==> config.mk <==
export PLATFORM = sky130hd
export DESIGN_NAME = boot_cfg_seq
export DESIGN_NICKNAME = d
export VERILOG_FILES = /design/src/rtl/boot_cfg_seq.sv
export SDC_FILE = /design/constraint.sdc
export NUM_CORES = 1
export LEC_CHECK = 0
export ABC_CLOCK_PERIOD_IN_PS = 5200
export BUFFER_PORTS_ARGS = -buffer_cell sky130_fd_sc_hd__buf_2
export CORE_MARGIN = 4
export CORE_UTILIZATION = 25
export CTS_CLUSTER_SIZE = 14
export DETAILED_ROUTE_END_ITERATION = 16
export GPL_TIMING_DRIVEN = 0
export SLEW_MARGIN = 0
export SYNTH_ARGS = -nofsm -noshare
export SYNTH_HDL_FRONTEND = slang
export SYNTH_SLANG_ARGS = --single-unit
==> constraint.sdc <==
create_clock -name clk -period 5.2 [get_ports clk]
set_clock_uncertainty 0.15 [all_clocks]
set_input_delay 0.26 -clock clk [delete_from_list [all_inputs] [get_ports clk]]
set_output_delay 0.26 -clock clk [all_outputs]
set_load 0.02 [all_outputs]
==> src/rtl/boot_cfg_seq.sv <==
module boot_cfg_seq #(
  parameter int          LO_WORDS    = 4,
  parameter int          HI_WORDS    = 4,
  parameter int          TIMEOUT_CYC = 32,
  parameter int          CUST_IDX    = 0,
  parameter logic [15:0] UNLOCK_KEY  = 16'hC3A5
) (
  input  logic        clk,
  input  logic        rst_n,
  input  logic        pwr_req,
  input  logic        dev_strap,
  input  logic        reg_wr,
  input  logic        reg_sel,
  input  logic [15:0] reg_wdata,
  output logic        reload_en,
  output logic        key_locked,
  output logic        otp_rd,
  output logic [2:0]  otp_addr,
  input  logic [15:0] otp_rdata,
  output logic        ee_req,
  output logic [7:0]  ee_dev,
  output logic [7:0]  ee_addr,
  input  logic        ee_ack,
  input  logic        ee_nack,
  input  logic [7:0]  ee_rdata,
  output logic        busy,
  output logic        done,
  output logic        grant,
  output logic        hold_off,
  output logic [1:0]  err_code,
  output logic [16*LO_WORDS-1:0] lo_shadow,
  output logic [16*HI_WORDS-1:0] hi_shadow
);
  localparam int OTP_AW   = $clog2(LO_WORDS + HI_WORDS);
  localparam int EE_BYTES = 2 * HI_WORDS;
  localparam int LW       = (LO_WORDS > 1) ? $clog2(LO_WORDS) : 1;
  localparam int HW       = (HI_WORDS > 1) ? $clog2(HI_WORDS) : 1;
  localparam int IW       = $clog2(EE_BYTES) + 1;
  localparam int TW       = $clog2(TIMEOUT_CYC + 1);
  localparam logic [15:0] SIG     = 16'hA596;
  localparam logic [7:0]  DEV_RD  = 8'hA1;
  localparam logic [1:0]  E_NONE  = 2'd0;
  localparam logic [1:0]  E_SIG   = 2'd1;
  localparam logic [1:0]  E_CUST  = 2'd2;
  localparam logic [1:0]  E_DEV   = 2'd3;

  typedef enum logic [2:0] {S_IDLE, S_LO, S_HI_OTP, S_EE, S_EVAL} st_t;

  st_t            st;
  logic           ph, dev_q, rel_q;
  logic [IW-1:0]  idx;
  logic [TW-1:0]  tmo;
  logic [15:0]    lo_mem [LO_WORDS];
  logic [15:0]    stage  [HI_WORDS];
  logic [15:0]    hi_mem [HI_WORDS];
  logic           reload_q, locked_q, done_q, grant_q, hold_q;
  logic [1:0]     err_q;

  wire            tmo_hit  = (tmo == TW'(TIMEOUT_CYC - 1));
  wire [IW-1:0]   ee_last  = rel_q ? IW'(EE_BYTES - 1) : IW'(1);
  wire            lo_last  = (idx == IW'(LO_WORDS - 1));
  wire            hi_last  = (idx == IW'(HI_WORDS - 1));

  assign reload_en  = reload_q;
  assign key_locked = locked_q;
  assign busy       = (st != S_IDLE);
  assign done       = done_q;
  assign grant      = grant_q;
  assign hold_off   = hold_q;
  assign err_code   = err_q;
  assign otp_rd     = (st == S_LO || st == S_HI_OTP) && !ph;
  assign otp_addr   = (st == S_HI_OTP) ? 3'(OTP_AW'(LO_WORDS) + OTP_AW'(idx)) : 3'(OTP_AW'(idx));
  assign ee_req     = (st == S_EE);
  assign ee_dev     = DEV_RD;
  assign ee_addr    = 8'(idx);

  genvar g;
  generate
    for (g = 0; g < LO_WORDS; g++) begin : g_lo
      assign lo_shadow[16*g +: 16] = lo_mem[g];
    end
    for (g = 0; g < HI_WORDS; g++) begin : g_hi
      assign hi_shadow[16*g +: 16] = hi_mem[g];
    end
  endgenerate

  always_ff @(posedge clk or negedge rst_n) begin
    if (!rst_n) begin
      reload_q <= 1'b1;
      locked_q <= 1'b1;
    end else if (reg_wr) begin
      if (reg_sel) locked_q <= (reg_wdata != UNLOCK_KEY);
      else if (!locked_q) reload_q <= reg_wdata[15];
    end
  end

  always_ff @(posedge clk or negedge rst_n) begin
    if (!rst_n) begin
      st <= S_IDLE;
      ph <= 1'b0;
      idx <= '0;
      tmo <= '0;
      dev_q <= 1'b0;
      rel_q <= 1'b0;
      done_q <= 1'b0;
      grant_q <= 1'b0;
      hold_q <= 1'b0;
      err_q <= E_NONE;
      for (int k = 0; k < LO_WORDS; k++) lo_mem[k] <= '0;
      for (int k = 0; k < HI_WORDS; k++) begin
        stage[k]  <= '0;
        hi_mem[k] <= '0;
      end
    end else begin
      done_q <= 1'b0;
      case (st)
        S_IDLE: if (pwr_req) begin
          dev_q   <= dev_strap;
          rel_q   <= reload_q;
          idx     <= '0;
          ph      <= 1'b0;
          grant_q <= 1'b0;
          hold_q  <= 1'b0;
          err_q   <= E_NONE;
          st      <= S_LO;
        end
        S_LO: begin
          ph <= !ph;
          if (ph) begin
            lo_mem[idx[LW-1:0]] <= otp_rdata;
            if (lo_last) begin
              idx <= '0;
              tmo <= '0;
              st  <= dev_q ? S_EE : (rel_q ? S_HI_OTP : S_EVAL);
            end else idx <= idx + 1'b1;
          end
        end
        S_HI_OTP: begin
          ph <= !ph;
          if (ph) begin
            stage[idx[HW-1:0]] <= otp_rdata;
            if (hi_last) st <= S_EVAL;
            else idx <= idx + 1'b1;
          end
        end
        S_EE: begin
          if (ee_ack) begin
            if (!idx[0]) stage[idx[HW:1]][15:8] <= ee_rdata;
            else         stage[idx[HW:1]][7:0]  <= ee_rdata;
            tmo <= '0;
            if (idx == ee_last) st <= S_EVAL;
            else idx <= idx + 1'b1;
          end else if (ee_nack || tmo_hit) begin
            hold_q <= 1'b1;
            err_q  <= E_DEV;
            done_q <= 1'b1;
            st     <= S_IDLE;
          end else tmo <= tmo + 1'b1;
        end
        S_EVAL: begin
          done_q <= 1'b1;
          st     <= S_IDLE;
          if (dev_q && stage[0] != SIG) begin
            hold_q <= 1'b1;
            err_q  <= E_SIG;
          end else if (lo_mem[CUST_IDX] == 16'h0000) begin
            hold_q <= 1'b1;
            err_q  <= E_CUST;
          end else begin
            grant_q <= 1'b1;
            if (rel_q)
              for (int k = 0; k < HI_WORDS; k++) hi_mem[k] <= stage[k];
          end
        end
        default: st <= S_IDLE;
      endcase
    end
  end


  outcome_mutex_chk: assert property (@(posedge clk) disable iff (!rst_n)
    !(grant && hold_off));

  done_outcome_chk: assert property (@(posedge clk) disable iff (!rst_n)
    done |-> (grant ^ hold_off));

  grant_err_chk: assert property (@(posedge clk) disable iff (!rst_n)
    (done && grant) |-> (err_code == E_NONE));

  hold_err_chk: assert property (@(posedge clk) disable iff (!rst_n)
    (done && hold_off) |-> (err_code != E_NONE));

  src_excl_chk: assert property (@(posedge clk) disable iff (!rst_n)
    !(otp_rd && ee_req));

  ee_hold_chk: assert property (@(posedge clk) disable iff (!rst_n)
    (ee_req && !ee_ack && !ee_nack && !tmo_hit) |=> (ee_req && $stable(ee_addr)));

  lock_wr_chk: assert property (@(posedge clk) disable iff (!rst_n)
    (reg_wr && !reg_sel && key_locked) |=> $stable(reload_en));

  relock_chk: assert property (@(posedge clk) disable iff (!rst_n)
    (reg_wr && reg_sel && reg_wdata != UNLOCK_KEY) |=> key_locked);

  shadow_commit_chk: assert property (@(posedge clk) disable iff (!rst_n)
    !$stable(hi_shadow) |-> (done && grant));
endmodule

# Word level (Yosys, flattened, before mapping)
# Index checks and enable logic that the tools add are counted.
# word_totals
reg_bits,215
input_bits,48
out_inout_bits,157
# op_classes
addsub,3
order_cmp,4
n_eq_ne,25
muxes,59
bitwise_logic,6
reduce_logical,29
# ops
operator,n
64-bit bitwise mux,4
64-bit 2-to-1 mux,3
64-bit case mux with 2 select lines,1
16-bit demux with 2-bit select,3
3-bit 2-to-1 mux,12
16-bit 2-to-1 mux,2
"16-bit inequality test, second input constant",2
4-bit 2-to-1 mux,7
6-bit 2-to-1 mux,4
"2-bit inequality test, second input constant",10
16-bit logical NOT,1
4-bit case mux with 4 select lines,1
7-bit AND reduction,2
3-bit case mux with 4 select lines,1
6-bit case mux with 2 select lines,1
4-bit AND reduction,3
2-bit 2-to-1 mux,5
1-bit 2-to-1 mux,9
8-bit 2-to-1 mux,1
2-bit AND reduction,4
2-bit nonzero test,4
"6-bit by 1-bit adder with 6-bit output, second input constant",1
"3-bit by 2-bit == test with 1-bit output, second input constant",2
"6-bit by 5-bit == test with 1-bit output, second input constant",1
other kinds (26),42

# Logic depth before layout (Yosys ltp)
# Gate-level depths: netlist (run 1).
# depth
depth_word,9
depth_mapped,8
mapped_depth_nobuf,6

# Worst setup path after synthesis (run 1)
# OpenSTA, ideal clock, no wires.
# synth_path
kind,reg-to-reg
startpoint,register idx[1]
endpoint,register idx[0]
setup_ns,0.125
t_arrival_ns,1.911
required_time_ns,4.925
path_slack_ns,3.014
stages_incl_launch_ff,6
path_buffers,0
period_less_slack_ns,2.186
path_cell_list,dfrtp_1 -> ha_1 -> or3b_2 -> a31oi_1 -> nor3_2 -> mux2_4
# synth_between
elab_chain_cells,4
elab_cells_between_ends,8
classes_between,4 x eq/ne; 3 x mux; 1 x reduce/logical
# synth_rtl
item,line_no,text
start: declaration,51,logic [IW-1:0] idx;
start signal: assignment,135,end else idx <= idx + 1'b1;
start signal: assignment,143,else idx <= idx + 1'b1;
start signal: assignment,152,else idx <= idx + 1'b1;
4-bit by 2-bit == test with 1-bit output,"61, 62",
4-bit 2-to-1 mux,131,if (lo_last) begin
4-bit 2-to-1 mux,129,if (ph) begin
4-bit case mux with 4 select lines,116,case (st)
# Parallel ways exist; a longest one is shown, timed or not. The select of a mux whose other input is x is not followed.
# A chain may end at the register's enable or synchronous reset.

# Final worst setup path (run 1)
# layout_path
startpoint,register idx[0]
endpoint,register stage[62] (netlist bit)
# layout_between
elab_chain_cells,8
elab_cells_between_ends,11
classes_between,2 x order compare; 7 x mux; 1 x bitwise; 1 x reduce/logical
# layout_rtl
item,line_no,text
2-bit inverter with 3-bit output (not written as such),141,stage[idx[HW-1:0]] <= otp_rdata;
3-bit >= comparator (not written as such) / 3-bit by 1-bit less-than comparator with 1-bit output (equally long branches),141,
1-bit logical AND (not written as such),141,
16-bit 2-to-1 mux (not written as such),141,
16-bit demux with 2-bit select,141,
64-bit bitwise mux,141,
64-bit 2-to-1 mux,140,if (ph) begin
64-bit case mux with 2 select lines (*),116,
end signal: indexed assignment,141,
end signal: indexed assignment,148,if (!idx[0]) stage[idx[HW:1]][15:8] <= ee_rdata;
end signal: indexed assignment,149,else stage[idx[HW:1]][7:0] <= ee_rdata;
end: declaration,54,logic [15:0] stage [HI_WORDS];
# Mark *: on every way between the ends. The rest lies on a longest branch, timed or not. The select of a mux whose other input is x is not followed.

==> results by stage, run 1 <==
Critical path:
- For this run, the slowest stage of the critical path takes 0.48 ns.
- The element type at the critical path start is a flop.
- The path type of the worst setup path is flop to flop.
- The category of the worst setup path capture point is a flop.
- The slowest library cell on the worst path is sky130_fd_sc_hd__dfrtp_1.
- The critical path goes through buf_2 -> inv_1 -> ha_1 -> and2_1 -> clkbuf_1 -> clkbuf_1 -> a22oi_1 -> o21ai_0.
- The launch point of the critical path is idx[0]$_DFFE_PN0P_.
- Counting stages on the worst path, the most repeated cell is sky130_fd_sc_hd__clkbuf_1.
- The worst path required time is 5.49 ns.
- At the worst endpoint, the arrival time is 2.82 ns.
- The worst-path maximum fanout is 10.
- In this run the critical register-to-register path is launched from idx[0]$_DFFE_PN0P_.

Global routing:
- The largest net degree at the start of global routing is 110.
- The first-pass GRT wire length is 44800 µm.
- The number of global-route vias before repair is 7170.
- The overall overflow remaining after global route is 0.
- The number of antenna violations at the first check in global routing was 2.
- For this run, the total global-route usage over all layers was measured as 13.8%.

Floorplan:
- The area of the core region is approximately 38000 µm².
- Measured along the y axis, the die boundary spans 204 µm.
- The width of the die is 204 µm.
- In this run the count of I/O pins placed on the die edge is 205.
- The standard-cell row count is 71.
- The starting density of the core is 25.5%.
- The floorplan die area is 41800 µm².

Clock network:
- The clock tree root buffer cell is sky130_fd_sc_hd__clkbuf_16.
- The H-tree depth is 1.
- The number of buffers between clock root and the deepest sink is 3.
- Clock latency on the worst-skew pair, taken at its later pin, is 0.53 ns.
- The TritonCTS clock tree is done.
- Clock tree synthesis inserted a total of 26 buffers.
- Clock-pin slew was measured on the worst setup and hold paths at 0.06 ns.
- CTS saw 215 sinks.
- After clock tree synthesis, the repair step resized 0 gates.

Routing:
- The final wirelength is ~30000 µm.
- The detailed-routing iteration count for the pre-antenna-repair pass is 5.
- The final route contains ~7000 vias.
- The vias per cell is 4.57.
- The number of remaining DRC errors is 0.
- In the final routed layout, each cell accounts on average for 19.6 µm.
- Once detail routing completed, the nets flagged for antenna violations numbered 0.
- For this block, the initial DRC count from the detailed router was 359.

Synthesis:
- The proportion of synthesized flip-flops having asynchronous set or reset is 100%.
- The synthesized design contains 0 enable-type register cells.
- Summing the areas of all fa, ha and maj instances in the mapped netlist gives 0.649% of the synthesized area.
- The register bit total from synthesis is 215.
- The complex-gate fraction of the synthesized area is 12.7%.
- The combined area of all synthesized cells is 9640 µm².
- The share of synthesized area occupied by flip-flops and latches is 55.8%.
- After synthesis, the largest family of logic cells by area is multiplexers.
- The per-instance average area after synthesis is 12.9 µm².
- Synthesis handed over a netlist of ~750 instances.
- Summing the areas of all and, or, nand and nor instances in the mapped netlist gives under 10% of the synthesized area.
- The primary flip-flop cell chosen by synthesis mapping is sky130_fd_sc_hd__dfrtp_1.
- The synthesized netlist contains 63 unique library cells.
- After Yosys synthesis, XOR and XNOR cells account for 0.273% of the synthesized area.
- Multiplexer cells account for 18.2% of the synthesized area.
- Yosys printed 0 warnings.

Layout:
- In the final layout, the multi-input gates occupy 3920 µm².
- Fill cells in the final layout number 3852.
- At the end of the flow, the number of nets in the layout was roughly 1000.
- The post-route netlist has a little over two fifths of its cells at a drive strength greater than 1.
- The layout-stage area growth over the synthesis result is 27.2%.
- Across the whole layout, storage elements account for 5380 µm².

Placed design:
- The count of port buffers added during placement is between 150 and 200.
- The HPWL after detailed placement is 21000 µm.
- The global placement routability congestion is 0.844.

Power:
- For this design the ratio of total power to cell area is 613 nW/µm².
- The leakage power of the design is 5.83 nW.
- VDD sags by at most ~360 µV.
- The design draws approximately 0.0075 W.

Timing:
- The slew at the pin closest to its max-slew limit is 0.858 ns.
- The worst hold margin is 0.0235 ns.
- Derived from the worst setup path, the maximum achievable clock frequency is between 300 and 400 MHz.
- Measured against its own limit, the worst slew margin works out to 42.8%.
- The final hold violation count was 0.
- The smallest clock period supported by the final layout is computed as 2.53 ns.
- The number of max-slew violations in the final report came to 0.
- The post-route clock period utilization is between 40% and 50%.
- The final setup violation count is 0.
- Setup repair after global routing left no endpoint under its margin.

Run status:
- The flow ran to the end, and the final reports show no timing, DRC or antenna violations.

Flow run:
- The tool flagged a number of max-cap violations equal to 0.

Min path:
- The tightest min-delay check is of the input pin to flop type.
- In this run the most critical hold path is launched from pwr_req.
registers in the layout (all words and copies together) (netlist names):
name and cells:
dev_q 1, lo_shadow 64, rel_q 1, ph 1
tmo 6, err_code 2, key_locked 1, st 3
stage 64, reload_en 1, hold_off 1, grant 1
hi_shadow 64, done 1, idx 4
worst paths after layout:
check / to / slack [ns] / cells after the start
max in group asynchronous: lo_shadow[24]$_DFFE_PN0P_ / 3.65 / 3
setup / recovery: stage[62]$_DFFE_PN0P_ / 2.67 / 8
hold reg to reg: stage[3]$_DFFE_PN0P_ / 0.33 / 2
min in group asynchronous: hi_shadow[0]$_DFFE_PN0P_ / 0.22 / 2
setup reg to reg: stage[62]$_DFFE_PN0P_ / 2.67 / 8
hold / removal: err_code[1]$_DFFE_PN0P_ / 0.02 / 4
critical path: cells and delay by family, from the launching register on:
kind | cells | cell delay (ns)
adders and majority gates | 1 | 0.22
DFF | 1 | 0.48
and+or+nand+nor | 1 | 0.14
AOI/OAI and AO/OA | 2 | 0.36
buffers and inverters | 4 | 1.09
power by group:
group	switching (W)	internal, W	leakage (nW)
clock network	0.000712	0.00117	0.443
registers	0.000439	0.00233	2.76
logic	0.00165	0.00121	2.63
total	0.00281	0.00471	5.83
stage by stage:
stage / cells / TNS [ns] / utilization, % / worst slack (ns) / area [µm²]
2_1_floorplan: 755 / 0 / - / 3.01 / 9680
3_3_place_gp: 1450 / -4.94 / 29.7 / -0.0462 / 11200
3_5_place_dp: 1451 / 0 / 29.8 / 2.63 / 11300
4_1_cts: 1506 / 0 / 32.4 / 2.62 / 12300
5_1_grt: 1506 / 0 / 32.4 / 2.48 / 12300
6_report: 1507 / 0 / 32.4 / 2.67 / 12300
logic make-up after synthesis:
kind of cell | after synthesis
muxes | 136
buffers and inverters | 66
DFF | 215
AOI/OAI and AO/OA | 176
xor gates and xnor gates | 3
other | 2
and+or+nand+nor | 142
adders and majority gates | 5
cell usage after synthesis (3+ instances only):
cell | instances | area share (%)
sky130_fd_sc_hd__nor2_2 | 4 | 0.26
sky130_fd_sc_hd__buf_1 | 9 | 0.35
sky130_fd_sc_hd__nand2_1 | 61 | 2.4
sky130_fd_sc_hd__a22oi_1 | 63 | 4.9
sky130_fd_sc_hd__inv_1 | 5 | 0.19
sky130_fd_sc_hd__nor4_1 | 4 | 0.26
sky130_fd_sc_hd__nor2b_1 | 6 | 0.39
sky130_fd_sc_hd__nand3_1 | 6 | 0.31
sky130_fd_sc_hd__nor3b_1 | 4 | 0.31
sky130_fd_sc_hd__a31oi_1 | 3 | 0.19
sky130_fd_sc_hd__buf_4 | 16 | 1.2
sky130_fd_sc_hd__o2bb2ai_1 | 24 | 2.2
sky130_fd_sc_hd__or3_1 | 3 | 0.19
sky130_fd_sc_hd__mux2_4 | 61 | 9.5
sky130_fd_sc_hd__a21oi_1 | 8 | 0.42
sky130_fd_sc_hd__o21ai_0 | 49 | 2.5
sky130_fd_sc_hd__o21ai_1 | 8 | 0.42
sky130_fd_sc_hd__and4bb_2 | 3 | 0.39
sky130_fd_sc_hd__clkbuf_1 | 15 | 0.58
sky130_fd_sc_hd__nor3_2 | 4 | 0.42
sky130_fd_sc_hd__mux2_2 | 73 | 8.5
sky130_fd_sc_hd__and2_1 | 4 | 0.26
sky130_fd_sc_hd__ha_1 | 5 | 0.65
sky130_fd_sc_hd__buf_2 | 13 | 0.68
sky130_fd_sc_hd__nor4bb_1 | 3 | 0.31
sky130_fd_sc_hd__nor2_1 | 15 | 0.58
sky130_fd_sc_hd__nor3_1 | 6 | 0.31
sky130_fd_sc_hd__nand2b_1 | 6 | 0.39
sky130_fd_sc_hd__dfrtp_1 | 213 | 55
sky130_fd_sc_hd__buf_6 | 7 | 0.82
area by class of cell:
class,count,share of cell area [%]
Buffer,60,2.89
Timing Repair Buffer,193,8.47
Clock buffer,35,6.17
Multi-Input combinational cell,474,32.0
Sequential cell,215,43.9
Clock inverter,12,1.17
Inverter,6,0.184
Antenna cell,1,0.0204
Tap cell,511,5.22
timing repair:
action / 4_1_cts / 5_1_grt
hold buffers: 8 / 0
buffers inserted: 0 / 0
setup endpoints to repair: 0 / 0
endpoints found under the hold margin: 113 / 0
layout by cell type, fill, tap and decap left out, drive strengths merged, types with 3 or more instances in the layout:
cell         instances
buf                230
and2                 4
nand2b               6
nand3                6
o21ai               59
or3                  3
nor2b                6
clkinv               6
nor4bb               3
nor2                19
ha                   5
a21oi                9
a22oi               63
clkbuf              50
o2bb2ai             24
nor4                 5
conb                12
dfrtp              213
nand2               62
nor3b                5
inv                  7
bufinv               3
mux2               134
dlygate4sd3          8
a31oi                3
nor3                11
and4bb               4
layer usage:
layer	global-route usage, %	vias up	routed length [µm]
li1	-	3167	-
met1	18.2	3440	12900
met2	22.8	228	14100
met3	3.19	45	1890
met4	4.02	0	678
met5	0	-	0
No activity file was read; power rests on OpenSTA's default activity.
==> run 2: changes to the inputs <==
--- a/config.mk
+++ b/config.mk
@@ -5,7 +5,7 @@
 export SDC_FILE = /design/constraint.sdc
 export NUM_CORES = 1
 export LEC_CHECK = 0
-export ABC_CLOCK_PERIOD_IN_PS = 5200
+export ABC_CLOCK_PERIOD_IN_PS = 2100
 export BUFFER_PORTS_ARGS = -buffer_cell sky130_fd_sc_hd__buf_2
 export CORE_MARGIN = 4
 export CORE_UTILIZATION = 25
==> constraint.sdc (replaced) <==
create_clock -name clk -period 2.1 [get_ports clk]
set_clock_uncertainty 0.15 [all_clocks]
set_input_delay 0.105 -clock clk [delete_from_list [all_inputs] [get_ports clk]]
set_output_delay 0.105 -clock clk [all_outputs]
set_load 0.02 [all_outputs]
==> results by stage, run 2 (synthesized netlist as in run 1, its figures left out) <==
Run status:
- The run finished, with violations left.
- The checks that failed: negative setup slack.

Critical path:
- The worst flop-to-flop path startpoint is stage[54]$_DFFE_PN0P_.
- Data on the critical path arrives at its endpoint at 2.43 ns.
- The category of the worst setup path capture point is a flop.
- The worst-path maximum fanout is 10.
- For the worst flop-to-flop path, the logic depth is 7.
- The worst setup path is launched from a flop.
- The worst-case register-to-register setup slack is -0.07 ns.
- The end of the worst register-to-register path is hi_shadow[54]$_DFFE_PN0P_.
- The path type of the worst setup path is flop to flop.
- STA puts the critical path data required time at 2.36 ns.

Global routing:
- The number of antenna violations at the first check in global routing came to 0.
- The first global-routing pass estimated between 40000 and 50000 µm of wire.
- The number of global-route vias before repair is 7443.
- Global routing consumed, over all layers together, approximately 14% of the routing resources.
- The overall overflow remaining after global route is 0.
- Entering global routing, the biggest net connects 114 pins.

Timing:
- Setup violations remaining at the end of the flow were counted as 61.
- Setup slack on the critical path of the routed design comes to -0.0750 ns.
- Setup repair after global routing could not meet its margin everywhere.
- In this run the tightest slew margin relative to its limit is a little over two fifths.
- The number of max-slew violations in the final report was 0.
- Dividing the final minimum period by the clock period gives 104%.
- The final hold violation count came to 0.
- The slew at the pin closest to its max-slew limit is 0.876 ns.
- The worst hold margin is 0.0202 ns.
- Subtracting the final worst setup slack from the clock period gives 2.17 ns.
- Derived from the worst setup path, the maximum achievable clock frequency is 460 MHz.

Clock network:
- In this run the number of H-tree levels came out at 1.
- The TritonCTS clock tree is done.
- Clock latency on the worst-skew pair, taken at its later pin, is about 0.53 ns.
- The total clock buffers created by CTS is 25.
- The clock passes through at most 3 buffers.
- The number of clock sinks is between 200 and 250.
- After clock tree synthesis, the clock-pin slew on the worst setup and hold paths is 0.06 ns.
- The clock tree root buffer cell is sky130_fd_sc_hd__clkbuf_16.

Min path:
- In this run the worst hold path is classified as input pin to flop.
- The count of cells along the worst hold path is 3.
- The worst hold path terminates at stage[30]$_DFFE_PN0P_.
- The startpoint identified for the worst hold timing path is ee_rdata[6].

Layout:
- 0 antenna diodes ended up in the layout.
- For this run, the share of the core covered by cells in the final layout is 33.9%.
- The final net count is 1066.
- Once layout is done, the placed cells without fillers occupy 12800 µm².
- The layout-stage area growth over the synthesis result is 33.1%.
- Leaving out fill and tap cells, the most frequent cells in the layout are sky130_fd_sc_hd__dfrtp_1, sky130_fd_sc_hd__buf_2, sky130_fd_sc_hd__mux2_2.
- The fraction of layout cells with a size suffix above 1 is roughly 47%.
- The most common cell after layout, fill and taps aside is sky130_fd_sc_hd__dfrtp_1.

Routing:
- In the final routed layout, each cell accounts on average for slightly below 20 µm.
- Wires add up to approximately 30000 µm.
- The vias per cell is 4.58.
- The first detailed-routing pass ran for 6 iterations.
- In this run, the number of DRC markers left after iteration 0 of detailed routing was 363.
- In this run the remaining antenna-violating nets after routing total 0.
- Detailed routing inserted a total of 7046 vias.
- For this run, design rule violations remaining after detail routing come to 0.

Floorplan:
- The floorplan die height is 204 µm.
- The standard-cell row count is 71.
- The core region is between 30000 and 40000 µm².
- The floorplan step defined a die boundary enclosing 41800 µm².
- Measured along the x axis, the die boundary spans between 200 and 250 µm.
- The initial utilization of the core area, before any placement, comes to 25.5%.
- 205 I/O pins were placed.

Power:
- Power spread over the standard cell area amounts to 1460 nW/µm².
- The power consumption is 0.0187 W.
- The leakage power of the design is between 6 and 7 nW.
- The peak ir drop on the vdd network is between 800 and 900 µV.

Placed design:
- Input and output buffers added on the ports amount to 184.
- The detailed placer's ending HPWL is approximately 21000 µm.
- The global placement routability congestion is 0.826.
- The post-place setup slack is -0.324 ns.
- Summing all placed instances gives a cell area of ~11000 µm².

Flow run:
- The number of maximum-capacitance violations is 0.
[run 2: changes by cell type in the layout (fill, tap and decap cells not counted), sizes merged]
| cell | change |
|---|---|
| buf | +22 |
| dlygate4sd3 | +19 |
| clkbuf | -6 |
| bufinv | -2 |
| clkinvlp | -2 |
| diode | -1 |
| nand2 | +1 |
[run 2: worst max-delay path by stage]
stage,start,to,slack [ns],depth (start not counted)
3_3_place_gp,rst_n,idx[1]$_DFFE_PN0P_,-3.37,1
5_1_grt,stage[54]$_DFFE_PN0P_,hi_shadow[51]$_DFFE_PN0P_,-0.13,7
6_report,stage[54]$_DFFE_PN0P_,hi_shadow[54]$_DFFE_PN0P_,-0.07,7
4_1_cts,idx[0]$_DFFE_PN0P_,idx[0]$_DFFE_PN0P_,-0.13,5
3_5_place_dp,idx[0]$_DFFE_PN0P_,stage[59]$_DFFE_PN0P_,-0.32,8
2_1_floorplan,idx[1]$_DFFE_PN0P_,idx[0]$_DFFE_PN0P_,-0.01,6
[run 2: final cells by class]
type                            count  area [µm²]
Inverter                            6        25.0
Timing Repair Buffer              232        1410
Tap cell                          511         639
Clock buffer                       33         686
Fill cell                        3855       25000
Multi-Input combinational cell    475        4160
Sequential cell                   215        5390
Clock inverter                      8        76.3
Buffer                             58         447
[run 2: critical path, stage by stage, from the launching register on]
cell and delay [ns]:
sky130_fd_sc_hd__dfrtp_1 0.40, sky130_fd_sc_hd__and4bb_2 0.35, sky130_fd_sc_hd__a41oi_4 0.16, sky130_fd_sc_hd__nor3b_4 0.27, sky130_fd_sc_hd__buf_6 0.18, sky130_fd_sc_hd__nand2_8 0.10
sky130_fd_sc_hd__buf_12 0.18, sky130_fd_sc_hd__mux2_4 0.29
[run 2: through the flow]
step                      TNS, ns  std cells
after global placement    -670.83       1450
after floorplan           -0.0113        755
after detailed placement   -38.68       1451
final                       -1.37       1538
after CTS                   -8.56       1522
after global routing        -7.29       1538
[run 2: repair_timing]
action | in CTS | in global routing
pin swaps | 5 | 11
hold buffers | 27 | 0
cloned | 0 | 1
endpoints found under the hold margin | 231 | 0
buffers inserted | 5 | 16
gates resized for setup | 45 | 70
endpoints found under the setup margin | 184 | 188
[run 2: metal layers]
metal,GRT usage [%],routed length [µm]
met1,17.6,12600
met2,23.3,14400
met3,4.28,2480
met4,3.83,899
met5,0,0
[run 2: report_power, final]
part / internal, W / switching [W] / leakage (nW)
Sequential: 0.00579 / 0.00110 / 2.75
Combinational: 0.00340 / 0.00433 / 2.96
Clock: 0.00240 / 0.00167 / 0.378
Total: 0.0116 / 0.00711 / 6.10
